<file path="config.mk">
export PLATFORM = sky130hd
export DESIGN_NAME = irq_seq
export DESIGN_NICKNAME = d
export VERILOG_FILES = /design/src/rtl/irq_seq_pkg.sv /design/src/rtl/irq_take_check.sv /design/src/rtl/irq_seq_ctl.sv /design/src/rtl/irq_mem_port.sv /design/src/rtl/irq_seq.sv
export SDC_FILE = /design/constraint.sdc
export NUM_CORES = 1
export LEC_CHECK = 0
export ABC_CLOCK_PERIOD_IN_PS = 2900
export CAP_MARGIN = 40
export CORE_MARGIN = 5
export CORE_UTILIZATION = 50
export DETAILED_ROUTE_END_ITERATION = 10
export DONT_BUFFER_PORTS = 1
export SYNTH_ARGS = -nofsm -noshare
export SYNTH_HDL_FRONTEND = slang
export SYNTH_SLANG_ARGS = --single-unit
</file>
<file path="constraint.sdc">
create_clock -name clk -period 2.9 [get_ports clk]
set_input_delay 0.29 -clock clk [delete_from_list [all_inputs] [get_ports clk]]
set_output_delay 0.29 -clock clk [all_outputs]
set_load 0.005 [all_outputs]
</file>
<file path="src/rtl/irq_seq_pkg.sv">
package irq_seq_pkg;

   typedef enum logic [2:0] {
      S_IDLE     = 3'd0,
      S_PUSH_PC  = 3'd1,
      S_PUSH_PSR = 3'd2,
      S_VEC_RD   = 3'd3,
      S_POP_PSR  = 3'd4,
      S_POP_PC   = 3'd5
   } seq_state_e;

endpackage

</file>
<file path="src/rtl/irq_take_check.sv">
module irq_take_check #(
   parameter int PRIO_W = 3
) (
   input  logic              idle,
   input  logic              insn_done,
   input  logic              dev_req,
   input  logic              dev_ie,
   input  logic [PRIO_W-1:0] dev_prio,
   input  logic [PRIO_W-1:0] cur_prio,
   output logic              take
);

   logic outranks;

   generate
      if (PRIO_W == 1) begin : g_one_bit
         assign outranks = dev_prio[0] & ~cur_prio[0];
      end else begin : g_multi_bit
         assign outranks = (dev_prio > cur_prio);
      end
   endgenerate

   assign take = idle & insn_done & dev_req & dev_ie & outranks;

endmodule

</file>
<file path="src/rtl/irq_seq_ctl.sv">
module irq_seq_ctl
   import irq_seq_pkg::*;
(
   input  logic       clk,
   input  logic       rst_n,
   input  logic       rti_go,
   input  logic       take,
   input  logic       hs,
   output seq_state_e st
);

   seq_state_e st_nx;

   always_comb begin
      st_nx = st;
      unique case (st)
         S_IDLE: begin
            if (rti_go)    st_nx = S_POP_PSR;
            else if (take) st_nx = S_PUSH_PC;
         end
         S_PUSH_PC:  if (hs) st_nx = S_PUSH_PSR;
         S_PUSH_PSR: if (hs) st_nx = S_VEC_RD;
         S_VEC_RD:   if (hs) st_nx = S_IDLE;
         S_POP_PSR:  if (hs) st_nx = S_POP_PC;
         S_POP_PC:   if (hs) st_nx = S_IDLE;
         default:    st_nx = S_IDLE;
      endcase
   end

   always_ff @(posedge clk) begin
      if (!rst_n) st <= S_IDLE;
      else        st <= st_nx;
   end

endmodule

</file>
<file path="src/rtl/irq_mem_port.sv">
module irq_mem_port
   import irq_seq_pkg::*;
#(
   parameter int                ADDR_W    = 16,
   parameter int                DATA_W    = 16,
   parameter int                VEC_W     = 8,
   parameter int                VEC_SHIFT = 0,
   parameter logic [ADDR_W-1:0] VEC_BASE  = 16'h0100
) (
   input  seq_state_e        st,
   input  logic [ADDR_W-1:0] sp,
   input  logic [VEC_W-1:0]  vec_q,
   input  logic [ADDR_W-1:0] old_pc,
   input  logic [DATA_W-1:0] old_psr,
   output logic              mem_req,
   output logic              mem_we,
   output logic [ADDR_W-1:0] mem_addr,
   output logic [DATA_W-1:0] mem_wdata
);

   logic [ADDR_W-1:0] vec_off;
   logic [ADDR_W-1:0] sp_dec;

   generate
      if (VEC_SHIFT == 0) begin : g_word_entry
         assign vec_off = ADDR_W'(vec_q);
      end else begin : g_wide_entry
         assign vec_off = ADDR_W'(vec_q) << VEC_SHIFT;
      end
   endgenerate

   assign sp_dec = sp - ADDR_W'(1);

   always_comb begin
      mem_req   = 1'b0;
      mem_we    = 1'b0;
      mem_addr  = '0;
      mem_wdata = '0;
      unique case (st)
         S_PUSH_PC: begin
            mem_req   = 1'b1;
            mem_we    = 1'b1;
            mem_addr  = sp_dec;
            mem_wdata = DATA_W'(old_pc);
         end
         S_PUSH_PSR: begin
            mem_req   = 1'b1;
            mem_we    = 1'b1;
            mem_addr  = sp_dec;
            mem_wdata = old_psr;
         end
         S_VEC_RD: begin
            mem_req  = 1'b1;
            mem_addr = VEC_BASE + vec_off;
         end
         S_POP_PSR, S_POP_PC: begin
            mem_req  = 1'b1;
            mem_addr = sp;
         end
         default: ;
      endcase
   end

endmodule

</file>
<file path="src/rtl/irq_seq.sv">
module irq_seq
   import irq_seq_pkg::*;
#(
   parameter int                ADDR_W    = 16,
   parameter int                DATA_W    = 16,
   parameter int                PRIO_W    = 3,
   parameter int                VEC_W     = 8,
   parameter int                CC_W      = 3,
   parameter int                PRIO_LSB  = 8,
   parameter int                MODE_BIT  = 15,
   parameter int                VEC_SHIFT = 0,
   parameter logic [ADDR_W-1:0] VEC_BASE  = 16'h0100,
   parameter logic [ADDR_W-1:0] RST_PC    = 16'h0000,
   parameter logic [DATA_W-1:0] RST_PSR   = 16'h0000,
   parameter logic [ADDR_W-1:0] RST_SP    = 16'h0200,
   parameter logic [ADDR_W-1:0] RST_SSP   = 16'h0300
) (
   input  logic              clk,
   input  logic              rst_n,
   input  logic              dev_req,
   input  logic              dev_ie,
   input  logic [PRIO_W-1:0] dev_prio,
   input  logic [VEC_W-1:0]  dev_vec,
   input  logic              insn_done,
   input  logic              rti_go,
   input  logic              ld_en,
   input  logic [ADDR_W-1:0] ld_pc,
   input  logic [DATA_W-1:0] ld_psr,
   input  logic [ADDR_W-1:0] ld_sp,
   output logic              mem_req,
   output logic              mem_we,
   output logic [ADDR_W-1:0] mem_addr,
   output logic [DATA_W-1:0] mem_wdata,
   input  logic [DATA_W-1:0] mem_rdata,
   input  logic              mem_rdy,
   output logic [ADDR_W-1:0] pc_o,
   output logic [DATA_W-1:0] psr_o,
   output logic [ADDR_W-1:0] sp_o,
   output logic              busy_o
);

   localparam logic [ADDR_W-1:0] ONE = ADDR_W'(1);

   generate
      if (ADDR_W != DATA_W) begin : g_chk_width
         $error("irq_seq: PC is pushed as a data word, ADDR_W must equal DATA_W");
      end
      if (MODE_BIT >= DATA_W) begin : g_chk_mode
         $error("irq_seq: MODE_BIT outside the status word");
      end
      if (PRIO_LSB + PRIO_W > MODE_BIT) begin : g_chk_prio
         $error("irq_seq: priority field overlaps the mode bit");
      end
      if (CC_W > PRIO_LSB || CC_W < 1) begin : g_chk_cc
         $error("irq_seq: condition-code field must sit below the priority field");
      end
      if (VEC_W + VEC_SHIFT > ADDR_W) begin : g_chk_vec
         $error("irq_seq: vector offset does not fit the address");
      end
   endgenerate

   seq_state_e        st;
   logic              take;
   logic              hs;
   logic              idle;

   logic [ADDR_W-1:0] pc;
   logic [DATA_W-1:0] psr;
   logic [ADDR_W-1:0] sp;
   logic [ADDR_W-1:0] usp_park;
   logic [ADDR_W-1:0] ssp_park;
   logic [ADDR_W-1:0] old_pc;
   logic [DATA_W-1:0] old_psr;
   logic [VEC_W-1:0]  vec_q;
   logic [DATA_W-1:0] entry_psr;
   logic              in_user;

   assign idle    = (st == S_IDLE);
   assign hs      = mem_req & mem_rdy;
   assign in_user = ~psr[MODE_BIT];

   irq_take_check #(
      .PRIO_W (PRIO_W)
   ) u_take (
      .idle      (idle),
      .insn_done (insn_done),
      .dev_req   (dev_req),
      .dev_ie    (dev_ie),
      .dev_prio  (dev_prio),
      .cur_prio  (psr[PRIO_LSB +: PRIO_W]),
      .take      (take)
   );

   irq_seq_ctl u_ctl (
      .clk    (clk),
      .rst_n  (rst_n),
      .rti_go (rti_go),
      .take   (take),
      .hs     (hs),
      .st     (st)
   );

   irq_mem_port #(
      .ADDR_W    (ADDR_W),
      .DATA_W    (DATA_W),
      .VEC_W     (VEC_W),
      .VEC_SHIFT (VEC_SHIFT),
      .VEC_BASE  (VEC_BASE)
   ) u_port (
      .st        (st),
      .sp        (sp),
      .vec_q     (vec_q),
      .old_pc    (old_pc),
      .old_psr   (old_psr),
      .mem_req   (mem_req),
      .mem_we    (mem_we),
      .mem_addr  (mem_addr),
      .mem_wdata (mem_wdata)
   );

   always_comb begin
      entry_psr                     = psr;
      entry_psr[MODE_BIT]           = 1'b1;
      entry_psr[PRIO_LSB +: PRIO_W] = dev_prio;
      entry_psr[CC_W-1:0]           = '0;
   end

   always_ff @(posedge clk) begin
      if (!rst_n) begin
         pc       <= RST_PC;
         psr      <= RST_PSR;
         sp       <= RST_SP;
         usp_park <= RST_SP;
         ssp_park <= RST_SSP;
         old_pc   <= '0;
         old_psr  <= '0;
         vec_q    <= '0;
      end else begin
         unique case (st)
            S_IDLE: begin
               if (rti_go) begin
                  // return sequence starts; nothing captured here
               end else if (take) begin
                  old_pc  <= pc;
                  old_psr <= psr;
                  vec_q   <= dev_vec;
                  psr     <= entry_psr;
                  if (in_user) begin
                     usp_park <= sp;
                     sp       <= ssp_park;
                  end
               end else if (ld_en) begin
                  pc  <= ld_pc;
                  psr <= ld_psr;
                  sp  <= ld_sp;
               end
            end
            S_PUSH_PC, S_PUSH_PSR: begin
               if (hs) sp <= sp - ONE;
            end
            S_VEC_RD: begin
               if (hs) pc <= ADDR_W'(mem_rdata);
            end
            S_POP_PSR: begin
               if (hs) begin
                  psr <= mem_rdata;
                  sp  <= sp + ONE;
               end
            end
            S_POP_PC: begin
               if (hs) begin
                  pc <= ADDR_W'(mem_rdata);
                  if (in_user) begin
                     ssp_park <= sp + ONE;
                     sp       <= usp_park;
                  end else begin
                     sp <= sp + ONE;
                  end
               end
            end
            default: ;
         endcase
      end
   end

   assign pc_o   = pc;
   assign psr_o  = psr;
   assign sp_o   = sp;
   assign busy_o = ~idle;

endmodule

</file>
==> reports/metrics.csv, run 1 <==
metric,value,unit
status,finished clean,
cts_setup_buffers,0,
synthFlopType,dfxtp_1,
synth_area,0.00662,sq mm
whs_path_depth,2,
hold_ws,14.9,ps
fin_worst_skew,8.57,ps
grt_start_max_net_pins,70,
worstMarginPinSlew,774,ps
diodes,0,
critPathBufInv,1,
h-tree-depth,4,
rows,42,
io_buffers,0,
cts_tree,built,
maxCapViolations,0,
p_per_area,766,mW/mm^2
slowest_delay,470,ps
synth_top_area_share,37.2,%
hold_viol,0,
worst-endpoint-required,2610,ps
grt_pass1_vias,6239,
cp_cell_sequence,inv_1 > ha_1 > nand2_2 > nor3_1 > xor2_1 > a21oi_1 > o22ai_1,
yosysWarningCount,0,
vias,6517,
path_class,reg -> out,
drv_slew,0,
drt-pass1-iter-count,5,
critPathArrivalTime,2460,ps
fp.dieH,125,um
grt_pass1_wl,35000,um
nNetsFinal,950,
io_pins,166,
synth_edf_count,0,
critPathTopFamily,flip-flops,
fin_crit,2750,ps
crit_cells,7,
dieArea,0.0156,sq mm
slew_headroom,48.4,%
die_w,125,um
drt_iter0_drc,861,
leakage,0.00278,uW
critPathLaunchType,flip-flop,
start_util,50.6,%
overflow,0,
setup_viol_count_final,0,
syn_to_final_growth,13.1,%
utilization,57.2,%
synth_top_area_cell,dfxtp_1,
final_cell_area,0.00748,sq mm
clk_path_buf_depth,2,
fillCellCount,1278,
syn_area_per_cell,7.45,sq um
ys_ff_latch,123,
drc,0,
wl_per_cell,21.1,um
reg2regPathDepth,9,
syn_nets,976,
dp_hpwl,15700,um
clock-sinks,123,
fin_crit_sh,94.8,%
async_flop_share,0,%
worst_ir_drop_vdd,360,uV
hp-class,in -> reg,
end_kind,output pin,
slowest_stage,dfxtp_1,
routed_via_density,6.22,
fmax,364,MHz
core,0.0131,sq mm
clkSlewWorstSetupHoldPaths,50,ps
synth_area_leaders,"dfxtp_1 37%, nand2_1 11%, a21oi_1 6.4%",
place_area,0.00683,sq mm
wirelength,22100,um
finalSetupTns,0,ps
netlist_instances,888,
antenna_found_initial,0,
yosysSeqAreaShare,37.2,%
synth_cell_type_count,58,
total_power,5730,uW
antenna_left,0,
drive_gt1_share,10.6,%
crit_fanout,14,
grt_setup_unrepaired,false,
grt_use_total,27.7,%
clk_latency,420,ps
cts_made_buffers,17,
gp_congestion,0.859,
root_buffer,clkbuf_16,
-- cell families (layout without fill, tap and decap cells) --
logic type               count (synthesis)  after routing  share of synthesized area [%]
AO/OA/AOI/OAI                          253            253                           25.0
XOR/XNOR                                26             26                           3.44
adder cells (fa/ha/maj)                  5              5                          0.946
buffers and inverters                  102             86                           6.05
flip-flops                             123            123                           37.2
multiplexers                            32             32                           5.01
AND/OR/NAND/NOR                        347            347                           22.3
-- layout by cell type, fill, tap and decap left out, types with 11 or more instances in the layout --
master     netlist  routed
a211oi_1        28      27
a21oi_1         85      85
a22oi_1         18      18
a311oi_1        12      12
a31oi_1         11      11
buf_4            0      32
clkbuf_16        0      17
dfxtp_1        123     122
inv_1           19      17
mux2i_1         23      22
nand2_1        187     186
nand3_1         13      13
nor2_1          81      80
nor3_1          24      24
o21ai_0         43      43
xnor2_1         15      15
xor2_1          11      11
-- per-stage QoR --
step	setup slack, ps	cells
detailed placement	365	1017
CTS	18.6	1048
floorplan	549	888
global placement	464	1016
global route	30.7	1048
finish	152	1048
-- Yosys cell counts (6+ instances only) --
cell type and instances:
mux2i_1 23, inv_1 19, xnor2_1 15, o21ai_0 43, clkbuf_1 62, dfxtp_1 123, nor2_1 81, buf_1 6
and3_1 9, nand3_1 13, nand2b_1 6, buf_2 14, a211oi_1 28, a22oi_1 18, nand2_1 187, o32ai_1 9
mux2_2 9, a31oi_1 11, xor2_1 11, a311oi_1 12, nor3_1 24, a21oi_1 85
-- area by class of cell --
class | instances | area (sq um) | share of cell area, %
clock buffer | 21 | 460 | 6.15
clock inverter | 8 | 168 | 2.24
inverter | 20 | 78.8 | 1.05
multi-input combinational | 663 | 3770 | 50.5
sequential | 123 | 2460 | 32.9
tap | 176 | 220 | 2.94
timing repair buffer | 37 | 315 | 4.21
-- power by group --
part,switching (uW),internal (uW),total [uW]
logic,870,494,1360
clock network,746,1550,2300
registers,247,1820,2070
-- flip-flops by register name, summed over array words and instances, names as in the netlist --
register	cells
pc_o	16
sp_o	16
vec_q	8
psr_o	16
old_pc	16
u_ctl.st	3
usp_park	16
old_psr	16
ssp_park	16
-- metal layers --
metal / up-vias / GRT usage (%) / part of all wire, %
li1: 3060 / - / -
met1: 3095 / 39.9 / 45
met2: 328 / 40.2 / 43
met3: 34 / 8.10 / 9.8
met4: 0 / 8.42 / 2.1
met5: - / 0 / 0
-- what timing repair did --
action | 4_1_cts | 5_1_grt
endpoints found under the hold margin | 5 | 0
hold buffers | 2 | 0
gates resized for setup | 0 | 2
setup endpoints to repair | 0 | 3
-- worst paths after layout --
kind                                  start           to  slack (ps)
worst max-delay path                sp_o[0]  mem_addr[8]         150
worst min-delay path             dev_vec[5]     vec_q[5]          10
worst max register to register     psr_o[9]     psr_o[9]         330
worst min register to register  old_psr[15]  old_psr[15]         460
Note: power is estimated with default switching activity, not from simulation.
==> inputs of run 2 (changes only) <==
CTS_BUF_LIST = sky130_fd_sc_hd__clkbuf_4 sky130_fd_sc_hd__clkbuf_8   (was not set)
==> run 2 against run 1 <==
Utilization rose by 1.2 points. Critical path type is now reg -> reg. Clock-buffer cell count did not move. Total power fell by 8.2%. Critical endpoint is now psr_o[4]. Hold slack improved by 16 ps. Largest cell class unchanged. Die area did not move. Clock power fell by 24%.
==> reports/metrics.csv, run 2 (synthesis results as in run 1) <==
metric,value,unit
wl_per_cell,20.9,um
fin_worst_skew,9.28,ps
io_pins,166,
register_area,0.00246,sq mm
min_from,ld_psr[0],
cts_tree,built,
critPathBufInv,4,
r2r_start,psr_o[9],
critPathTopFamily,buffers and inverters,
critPathLaunchType,flip-flop,
power.switching,1820,uW
routed_via_density,6.19,
vias,6670,
fillCellCount,1284,
root_buffer,clkbuf_8,
start_util,50.6,%
io_buffers,0,
leakage,0.00285,uW
fin_crit,2780,ps
layout_common_cells,"186 x nand2_1, 121 x dfxtp_1, 85 x a21oi_1, 80 x nor2_1, 43 x o21ai_0",
worst_ir_drop_vdd,256,uV
cts_made_buffers,17,
fp.dieH,125,um
slew_headroom,42.6,%
drt-pass1-iter-count,5,
dieArea,0.0156,sq mm
slowest_stage,dlygate4sd3_1,
antenna_left,0,
drv_slew,0,
utilization,58.4,%
clkSlewWorstSetupHoldPaths,70,ps
whs_path_depth,2,
maxCapViolations,0,
drt_iter0_drc,848,
path_class,reg -> reg,
status,finished clean,
cts_setup_buffers,0,
final_common_cell,nand2_1,
clk_latency,450,ps
drc,0,
worst_hold_path.endpoint,psr_o[0],
fmax,359,MHz
switching_share,34.6,%
die_w,125,um
end_kind,flip-flop,
grt_pass1_vias,6408,
hold_viol,0,
fin_ws,116,ps
p_per_area,688,mW/mm^2
dp_hpwl,15700,um
internal_power,3440,uW
clock-sinks,123,
grt_pass1_wl,35800,um
slowest_delay,610,ps
worst-endpoint-required,3290,ps
antenna_found_initial,0,
core,0.0131,sq mm
clkPwrFrac,33.2,%
nNetsFinal,980,
multi_input_area,0.00382,sq mm
drive_gt1_share,11.4,%
reg2reg_slack,120,ps
hp-class,in -> reg,
grt_start_max_net_pins,70,
setup_viol_count_final,0,
critPathArrivalTime,3170,ps
fin_crit_sh,96.0,%
grt_use_total,28.3,%
preCtsSetupSlack,365,ps
syn_to_final_growth,15.5,%
reg2regPathDepth,11,
rows,42,
cp_cell_sequence,inv_1 > ha_1 > nor2b_1 > o21ai_2 > a21oi_4 > buf_4 > nor3_4 > buf_6 > nor2_1 > a311oi_2 > dlygate4sd3_1,
worstMarginPinSlew,859,ps
overflow,0,
rr_endpoint,psr_o[4],
diodes,0,
p_comb_share,27.4,%
p_seq_share,39.4,%
h-tree-depth,4,
clk_path_buf_depth,2,
gp_congestion,0.859,
total_power,5260,uW
wirelength,22600,um
crit_fanout,9,
-- run 2: changes by cell type in the layout (fill, tap and decap cells not counted), moves of 2 or more --
cell	previous run	this run
dlygate4sd3_1	2	31
clkbuf_16	17	0
clkbuf_8	2	19
a311oi_1	12	10
a311oi_2	0	2
clkbuf_1	2	0
clkbuf_4	0	2
-- run 2: how the worst max path moves through the flow --
stage / from / end / slack (ps) / cells after the start
4_1_cts: sp_o[0] / mem_addr[8] / 2 / 7
5_1_grt: psr_o[9] / psr_o[4] / -10 / 11
6_report: psr_o[9] / psr_o[4] / 120 / 11
3_5_place_dp: psr_o[9] / psr_o[9] / 360 / 9
2_1_floorplan: psr_o[9] / sp_o[6] / 550 / 9
3_3_place_gp: u_ctl.st[0] / ssp_park[14] / 460 / 6
-- run 2: layout make-up --
| cell class | count | share of cell area [%] |
|---|---|---|
| well taps | 176 | 2.88 |
| inverters | 20 | 1.03 |
| flip-flops and latches | 123 | 32.3 |
| repair buffers | 67 | 8.04 |
| clock inverters | 8 | 2.19 |
| multi-input cells | 663 | 50.0 |
| clock buffers | 21 | 3.62 |
-- run 2: per-stage QoR --
step                setup TNS [ps]  hold WS (ps)  instance area, sq um  std cells
floorplan                        0           426                  6620        888
global placement                 0           370                  6810       1016
detailed placement               0           374                  6830       1017
CTS                              0          10.5                  7580       1077
global route                 -13.5          25.1                  7640       1078
finish                           0          31.4                  7640       1078
-- run 2: worst reg2reg max path, delay by kind of cell, from the launching register on --
family,cells,cell delay (ps)
DFF,1,380
buffers and inverters,4,1030
and+or+nand+nor,3,430
adders and majority gates,1,270
AOI/OAI and AO/OA,3,630
-- run 2: power by group through the flow --
stage / sequential (uW) / clock, uW / combinational (uW)
after global routing: 2090 / 1850 / 1590
after floorplan: 1960 / 0 / 1030
after CTS: 2060 / 1760 / 1390
final: 2070 / 1740 / 1440
after global placement: 2100 / 0 / 1300
after detailed placement: 2100 / 0 / 1330
-- run 2: routing by layer --
| layer | GRT usage [%] | up-vias | part of all wire [%] |
|---|---|---|---|
| met4 | 9.44 | 0 | 2.4 |
| met3 | 8.10 | 44 | 9.3 |
| met2 | 41.1 | 325 | 43 |
| met5 | 0 | - | 0 |
| li1 | - | 3127 | - |
| met1 | 40.5 | 3174 | 45 |
-- run 2: repair_timing --
action                                 in CTS  in global routing
resized for setup                           1                 11
hold buffers                               31                  0
setup endpoints to repair                   1                  9
endpoints found under the hold margin      40                  0
gates cloned                                0                  1
pin swaps                                   0                  2
